[config.mk]
export PLATFORM = sky130hd
export DESIGN_NAME = csel_decoder
export DESIGN_NICKNAME = d
export VERILOG_FILES = /design/src/rtl/csd_pkg.sv /design/src/rtl/csd_cfg_regs.sv /design/src/rtl/csd_region_match.sv /design/src/rtl/csd_lane_map.sv /design/src/rtl/csel_decoder.sv
export SDC_FILE = /design/constraint.sdc
export NUM_CORES = 1
export LEC_CHECK = 0
export BUFFER_PORTS_ARGS = -buffer_cell sky130_fd_sc_hd__buf_4
export CAP_MARGIN = 30
export CORE_UTILIZATION = 60
export DETAILED_ROUTE_END_ITERATION = 8
export PLACE_DENSITY = 0.78
export SLEW_MARGIN = 10
export SYNTH_ARGS = -nofsm -noshare
export SYNTH_HDL_FRONTEND = slang
export SYNTH_SLANG_ARGS = --single-unit
[constraint.sdc]
create_clock -name clk -period 8.4 [get_ports clk]
set_clock_uncertainty 0.1 [all_clocks]
set_input_delay 0.42 -clock clk [delete_from_list [all_inputs] [get_ports clk]]
set_output_delay 0.42 -clock clk [all_outputs]
set_load 0.02 [all_outputs]
[src/rtl/csd_pkg.sv]
package csd_pkg;

    typedef enum logic [1:0] {
        PS_32  = 2'b00,
        PS_8   = 2'b01,
        PS_16  = 2'b10,
        PS_RSV = 2'b11
    } psize_e;

    typedef enum logic {
        ST_IDLE   = 1'b0,
        ST_ACTIVE = 1'b1
    } state_e;

    typedef struct packed {
        psize_e psize;
        logic   burst_en;
        logic   int_term;
    } rattr_t;

endpackage

[src/rtl/csd_cfg_regs.sv]
module csd_cfg_regs
    import csd_pkg::*;
#(
    parameter int ADDR_W = 32,
    parameter int N_REG  = 10,
    parameter int SEL_W  = 4
) (
    input  logic              clk,
    input  logic              rst_n,
    input  logic              we,
    input  logic [SEL_W-1:0]  sel,
    input  logic [ADDR_W-1:0] base_in,
    input  logic [ADDR_W-1:0] mask_in,
    input  logic              valid_in,
    input  rattr_t            attr_in,
    output logic [ADDR_W-1:0] base_q  [N_REG],
    output logic [ADDR_W-1:0] mask_q  [N_REG],
    output logic              valid_q [N_REG],
    output rattr_t            attr_q  [N_REG]
);

    always_ff @(posedge clk or negedge rst_n) begin
        if (!rst_n) begin
            for (int i = 0; i < N_REG; i++) begin
                base_q[i]  <= '0;
                mask_q[i]  <= '0;
                valid_q[i] <= 1'b0;
                attr_q[i]  <= '{psize: PS_32, burst_en: 1'b0, int_term: 1'b0};
            end
        end else if (we) begin
            for (int i = 0; i < N_REG; i++) begin
                if (sel == SEL_W'(i)) begin
                    base_q[i]  <= base_in;
                    mask_q[i]  <= mask_in;
                    valid_q[i] <= valid_in;
                    attr_q[i]  <= attr_in;
                end
            end
        end
    end

endmodule

[src/rtl/csd_region_match.sv]
module csd_region_match #(
    parameter int ADDR_W = 32
) (
    input  logic [ADDR_W-1:0] addr,
    input  logic [ADDR_W-1:0] base,
    input  logic [ADDR_W-1:0] mask,
    input  logic              valid,
    output logic              hit
);

    always_comb begin
        hit = valid && (((addr ^ base) & ~mask) == '0);
    end

endmodule

[src/rtl/csd_lane_map.sv]
module csd_lane_map
    import csd_pkg::*;
(
    input  psize_e      psize,
    input  logic [1:0]  a_lo,
    input  logic [1:0]  xsize,
    output logic [3:0]  lanes
);

    always_comb begin
        unique case (psize)
            PS_8:  lanes = 4'b1000;
            PS_16: begin
                if (xsize == 2'b00) lanes = a_lo[0] ? 4'b0100 : 4'b1000;
                else                lanes = 4'b1100;
            end
            default: begin
                unique case (xsize)
                    2'b00:   lanes = 4'b1000 >> a_lo;
                    2'b01:   lanes = a_lo[1] ? 4'b0011 : 4'b1100;
                    default: lanes = 4'b1111;
                endcase
            end
        endcase
    end

endmodule

[src/rtl/csel_decoder.sv]
module csel_decoder
    import csd_pkg::*;
#(
    parameter int ADDR_W = 32,
    parameter int N_CS   = 8,
    parameter int N_DR   = 2
) (
    input  logic                          clk,
    input  logic                          rst_n,
    input  logic                          cfg_we,
    input  logic [$clog2(N_CS+N_DR)-1:0]  cfg_sel,
    input  logic [ADDR_W-1:0]             cfg_base,
    input  logic [ADDR_W-1:0]             cfg_mask,
    input  logic                          cfg_valid,
    input  logic [1:0]                    cfg_psize,
    input  logic                          cfg_burst_en,
    input  logic                          cfg_int_term,
    input  logic                          cyc_start,
    input  logic                          cyc_end,
    input  logic [ADDR_W-1:0]             cyc_addr,
    input  logic                          cyc_rd,
    input  logic [1:0]                    cyc_size,
    output logic [N_CS-1:0]               cs_n,
    output logic [N_DR-1:0]               dram_sel,
    output logic [3:0]                    bs_n,
    output logic                          oe_n,
    output logic [1:0]                    attr_psize,
    output logic                          attr_burst_inh,
    output logic                          attr_ext_term,
    output logic                          conflict
);

    localparam int N_REG = N_CS + N_DR;
    localparam int SEL_W = $clog2(N_REG);

    // configuration storage
    rattr_t            cfg_attr_in;
    logic [ADDR_W-1:0] base_q  [N_REG];
    logic [ADDR_W-1:0] mask_q  [N_REG];
    logic              valid_q [N_REG];
    rattr_t            attr_q  [N_REG];

    always_comb begin
        cfg_attr_in = '{psize: psize_e'(cfg_psize), burst_en: cfg_burst_en, int_term: cfg_int_term};
    end

    csd_cfg_regs #(.ADDR_W(ADDR_W), .N_REG(N_REG), .SEL_W(SEL_W)) u_cfg (
        .clk      (clk),
        .rst_n    (rst_n),
        .we       (cfg_we),
        .sel      (cfg_sel),
        .base_in  (cfg_base),
        .mask_in  (cfg_mask),
        .valid_in (cfg_valid),
        .attr_in  (cfg_attr_in),
        .base_q   (base_q),
        .mask_q   (mask_q),
        .valid_q  (valid_q),
        .attr_q   (attr_q)
    );

    // parallel region compare
    logic [N_REG-1:0] hit;

    generate
        for (genvar g = 0; g < N_REG; g++) begin : g_match
            csd_region_match #(.ADDR_W(ADDR_W)) u_match (
                .addr  (cyc_addr),
                .base  (base_q[g]),
                .mask  (mask_q[g]),
                .valid (valid_q[g]),
                .hit   (hit[g])
            );
        end
    endgenerate

    logic [N_CS-1:0] cs_hit;
    logic [N_DR-1:0] dr_hit;
    assign cs_hit = hit[N_CS-1:0];
    assign dr_hit = hit[N_REG-1:N_CS];

    // hit resolution
    int        n_cs;
    int        n_dr;
    rattr_t    pick;
    logic      one_hit;
    logic      d_conf;
    psize_e    d_ps;
    logic      d_binh;
    logic      d_eterm;
    logic [N_CS-1:0] d_cs_n;
    logic [N_DR-1:0] d_dram;

    always_comb begin
        n_cs = $countones(cs_hit);
        n_dr = $countones(dr_hit);
        pick = attr_q[0];
        for (int i = 0; i < N_REG; i++) begin
            if (hit[i]) pick = attr_q[i];
        end
        d_conf  = (n_dr > 1) || (n_dr == 1 && n_cs > 0);
        one_hit = !d_conf && ((n_cs + n_dr) == 1);
        if (one_hit) begin
            d_ps    = (pick.psize == PS_RSV) ? PS_32 : pick.psize;
            d_binh  = ~pick.burst_en;
            d_eterm = ~pick.int_term;
        end else begin
            d_ps    = PS_32;
            d_binh  = 1'b1;
            d_eterm = 1'b1;
        end
        d_cs_n = d_conf ? '1 : ~cs_hit;
        d_dram = d_conf ? '0 : dr_hit;
    end

    logic [3:0] lanes;

    csd_lane_map u_lanes (
        .psize (d_ps),
        .a_lo  (cyc_addr[1:0]),
        .xsize (cyc_size),
        .lanes (lanes)
    );

    logic [3:0] d_bs_n;
    logic       d_oe_n;

    always_comb begin
        d_bs_n = d_conf ? 4'b1111 : ~lanes;
        d_oe_n = d_conf ? 1'b1 : ~cyc_rd;
    end

    // cycle state machine
    state_e state_q, state_d;
    logic   busy;
    logic   go;
    logic   done;

    always_comb begin
        state_d = state_q;
        unique case (state_q)
            ST_IDLE:   if (cyc_start) state_d = ST_ACTIVE;
            ST_ACTIVE: if (cyc_end)   state_d = ST_IDLE;
        endcase
    end

    always_ff @(negedge clk or negedge rst_n) begin
        if (!rst_n) state_q <= ST_IDLE;
        else        state_q <= state_d;
    end

    assign busy = (state_q == ST_ACTIVE);
    assign go   = (state_q == ST_IDLE) && cyc_start;
    assign done = busy && cyc_end;

    // low-phase output register
    always_ff @(negedge clk or negedge rst_n) begin
        if (!rst_n) begin
            cs_n           <= '1;
            dram_sel       <= '0;
            bs_n           <= 4'b1111;
            oe_n           <= 1'b1;
            attr_psize     <= 2'b00;
            attr_burst_inh <= 1'b0;
            attr_ext_term  <= 1'b0;
            conflict       <= 1'b0;
        end else if (go) begin
            cs_n           <= d_cs_n;
            dram_sel       <= d_dram;
            bs_n           <= d_bs_n;
            oe_n           <= d_oe_n;
            attr_psize     <= d_ps;
            attr_burst_inh <= d_binh;
            attr_ext_term  <= d_eterm;
            conflict       <= d_conf;
        end else if (done) begin
            cs_n           <= '1;
            dram_sel       <= '0;
            bs_n           <= 4'b1111;
            oe_n           <= 1'b1;
            attr_psize     <= 2'b00;
            attr_burst_inh <= 1'b0;
            attr_ext_term  <= 1'b0;
            conflict       <= 1'b0;
        end
    end

endmodule

==> out/results.tsv <==
metric	value	unit
clk_lat worst skew	0.61	ns
Logic pwr share	22.2	%
Internal	7.380	mW
status	finished, violations left	
vias in the first global route	21622	
CTS root buf	clkbuf_16	
layout cell share with drive strength beyond 1	46.11	%
Via density	6.279	
total power	10.32	mW
Hold WC Path Type	input pin to flop	
reg2reg path depth	22	
core area	51820	um2
Seq/Total Area, Yosys	56.05	%
Synth async-reset ratio	100.0	%
# nets final	2694	
most common cell after layout, fill and taps aside	dfrtp_1	
EDFF count, synth	0	
library cells used by synthesis	58	
crit end category	flop	
power density cells	274.9	nW/um2
CTS tree	yes	
Reg clk slew, reported paths	0.07	ns
crit-path most repeated cell	fa_1	
WS Path Type	flop to flop	
DRC	0	
Synth Register Bits	711	
drt pass-1 iters	7	
antenna viol nets, final	0	
setup_tns	-35.91	ns
Site Rows	83	
CP Buf/Inv Count	3	
post-placement worst setup slack	-2.434	ns
Slew Limit Headroom	33.85	%
maximum VDD drop	0.0001582	V
Routed WL	94130	um
Synth Flop Type	dfrtp_1	
total of warnings raised by yosys	0	
r2r setup slk	-2.28	ns
Sequential Power Share	45.5	%
CTS Buf Count	74	
worst r2r src	u_cfg.base_q[299]$_DFFE_PN0P_	
Leak	16.16	nW
Least-Margin Pin Slew	0.9922	ns
crit path from	u_cfg.base_q[299]$_DFFE_PN0P_	
initial antenna violation count	8	
Pins Over Slew Limit	0	
height of the die	232.1	um
crit start category	flop	
Max Buffers Root-to-Sink	3	
largest net degree at the start of global routing	126	
post-route cell area	37540	um2
Cell Chain, Critical Path	xnor2_1, o22ai_2, nor4_4, nand3_4, or4_4, fa_1, fa_1, fa_1, inv_2, ha_4, fa_1, inv_2, fa_2, a211oi_4, mux2i_4, nor4_4, inv_2, nor2_4, ha_4, a21oi_2, o22ai_1, o32a_1	
CP endpoint	bs_n[2]$_DFFE_NN1P_	
io pins	133	
PnR worst setup slack	-2.280	ns
DR iter-0 viols	1830	
failing checks	setup timing	
Req. time, crit path	4.65	ns
RSZ-0062 raised after global routing	true	
Mean Syn Cell Area	13.64	um2
P_sw	2.942	mW
synthesized area	31770	um2
Setup-failing EPs final	20	
grt total ovfl	0	
gp weighted congestion	0.9256	
syn_nets	2457	
Initial Util	61.31	%
most frequent cells in the layout	dfrtp_1 (690), mux2_2 (684), xnor2_1 (311)	
Total GRT Usage	35.88	%
Clock Power Share	32.3	%
R2R Path End	bs_n[2]$_DFFE_NN1P_	
CP max-delay cell	or4_4	
Max H-tree Level	3	
Die ar.	53880	um2
die width	232.1	um
port bufs	132	
WL/cell	28.47	um
final-report hold violation count	0	
max incr delay on CP	0.60	ns
number of cells on the critical path	22	
first-pass GRT wire length	139400	um
Syn Inst Count	2330	
# clock sinks	711	
Arr. time, crit path	6.93	ns
placed instance area	34550	um2
via count	20758	
crit-path max FO	5	
CP top delay family	adder cells	
MaxCap Viol Count	0	
area delta synth->final	18.17	%
Post-DP HPWL	64310	um
filler cell count	3435	
Switching Fraction	28.50	%
power groups by stage:
stage                     sequential, mW  combinational, mW  clock, mW
final                               4.70               2.29       3.34
after floorplan                     4.61               1.39     0.0102
after detailed placement            4.74               2.21     0.0102
after CTS                           4.69               2.24       3.35
after global placement              4.68               2.14     0.0102
after global routing                4.79               2.40       3.49
state kept, by name, summed over array words and instances, names as in the netlist, 2 cells and up:
signal,flops
attr_psize,2
u_cfg.mask_q,320
u_cfg.attr_q,40
u_cfg.base_q,320
u_cfg.valid_q,10
bs_n,4
cs_n,8
dram_sel,2
per-stage QoR:
stage          hold slack, ns  instances  utilization [%]
6_report              0.02590       3306            72.45
5_1_grt               0.02483       3305            72.44
4_1_cts              0.001221       3292            71.72
3_5_place_dp           0.3538       3146            66.67
3_3_place_gp           0.3492       3140            66.38
2_1_floorplan         0.02441       2330                -
layer usage:
| layer | global-route usage [%] | vias to the layer above | share of wire [%] |
|---|---|---|---|
| met5 | 0 | - | 0.023 |
| met1 | 48.30 | 11015 | 40 |
| li1 | - | 8708 | - |
| met4 | 15.69 | 4 | 4.7 |
| met3 | 6.753 | 215 | 7.3 |
| met2 | 57.04 | 816 | 48 |
synth_stat cells (3+ instances only):
master | instances | share of area, %
dfrtp_1 | 690 | 54
mux2_2 | 684 | 24
xnor2_1 | 319 | 8.8
o22ai_1 | 154 | 3.0
buf_1 | 94 | 1.1
clkbuf_1 | 49 | 0.58
nor2_1 | 37 | 0.44
a21oi_1 | 29 | 0.46
nor4_1 | 29 | 0.57
buf_2 | 25 | 0.39
nor3_1 | 24 | 0.38
inv_1 | 21 | 0.25
nand2_1 | 18 | 0.21
o21ai_0 | 15 | 0.24
nand3_1 | 14 | 0.22
dfstp_2 | 13 | 1.1
ha_1 | 9 | 0.35
dfrtn_1 | 8 | 0.63
o21ai_1 | 7 | 0.11
buf_4 | 6 | 0.14
fa_1 | 5 | 0.32
o211ai_1 | 5 | 0.12
or4_1 | 5 | 0.12
clkbuf_2 | 4 | 0.063
nand2b_1 | 4 | 0.079
nand3b_1 | 4 | 0.095
o22a_1 | 4 | 0.11
a211oi_1 | 3 | 0.071
a22oi_1 | 3 | 0.071
and2_1 | 3 | 0.059
buf_6 | 3 | 0.11
mux2i_1 | 3 | 0.095
o21a_1 | 3 | 0.071
timing repair:
item / 4_1_cts / 5_1_grt
hold endpoints to repair: 99 / 0
setup buffers: 0 / 3
pin swaps: 20 / 16
setup endpoints to repair: 20 / 20
gates resized for setup: 17 / 15
hold buffers: 1 / 0
area by class of cell:
cell class / instances / area (um2) / share of cell area (%)
Sequential cell: 711 / 17810 / 47.43
Multi-Input combinational cell: 1415 / 13480 / 35.91
Timing Repair Buffer: 330 / 2801 / 7.462
Clock buffer: 110 / 2273 / 6.055
Tap cell: 680 / 850.8 / 2.266
Clock inverter: 36 / 240.2 / 0.6399
Inverter: 22 / 82.58 / 0.2200
Antenna cell: 2 / 5.005 / 0.01333
kinds of logic after synthesis:
group                      share of synthesized area, %
xor gates and xnor gates                          8.873
buffers and inverters                             2.666
muxes                                             24.34
adders and majority gates                        0.6695
DFF                                               56.05
and+or+nand+nor                                   2.702
AOI/OAI and AO/OA                                 4.698
worst register-to-register path, cell delays in order, from the launching register on:
cell and delay, ns:
dfrtp_1 0.40, xnor2_1 0.26, o22ai_2 0.18, nor4_4 0.39, nand3_4 0.14, or4_4 0.60
fa_1 0.55, fa_1 0.44, fa_1 0.54, inv_2 0.05, ha_4 0.16, fa_1 0.56
inv_2 0.06, fa_2 0.38, a211oi_4 0.27, mux2i_4 0.11, nor4_4 0.22, inv_2 0.11
nor2_4 0.15, ha_4 0.24, a21oi_2 0.15, o22ai_1 0.09, o32a_1 0.30
worst min path at each step:
stage / to / from / slack [ns] / cells after the start
2_1_floorplan: u_cfg.attr_q[0]$_DFFE_PN0P_ / rst_n / 0.02 / 0
3_3_place_gp: attr_psize[1]$_DFFE_NN0P_ / attr_psize[1]$_DFFE_NN0P_ / 0.35 / 1
3_5_place_dp: dram_sel[1]$_DFFE_NN0P_ / dram_sel[1]$_DFFE_NN0P_ / 0.35 / 1
4_1_cts: u_cfg.attr_q[15]$_DFFE_PN0P_ / cfg_psize[1] / 0.001 / 3
5_1_grt: u_cfg.attr_q[15]$_DFFE_PN0P_ / cfg_psize[1] / 0.02 / 3
6_report: u_cfg.attr_q[15]$_DFFE_PN0P_ / cfg_psize[1] / 0.03 / 3
(Power assumes the default switching activity.)
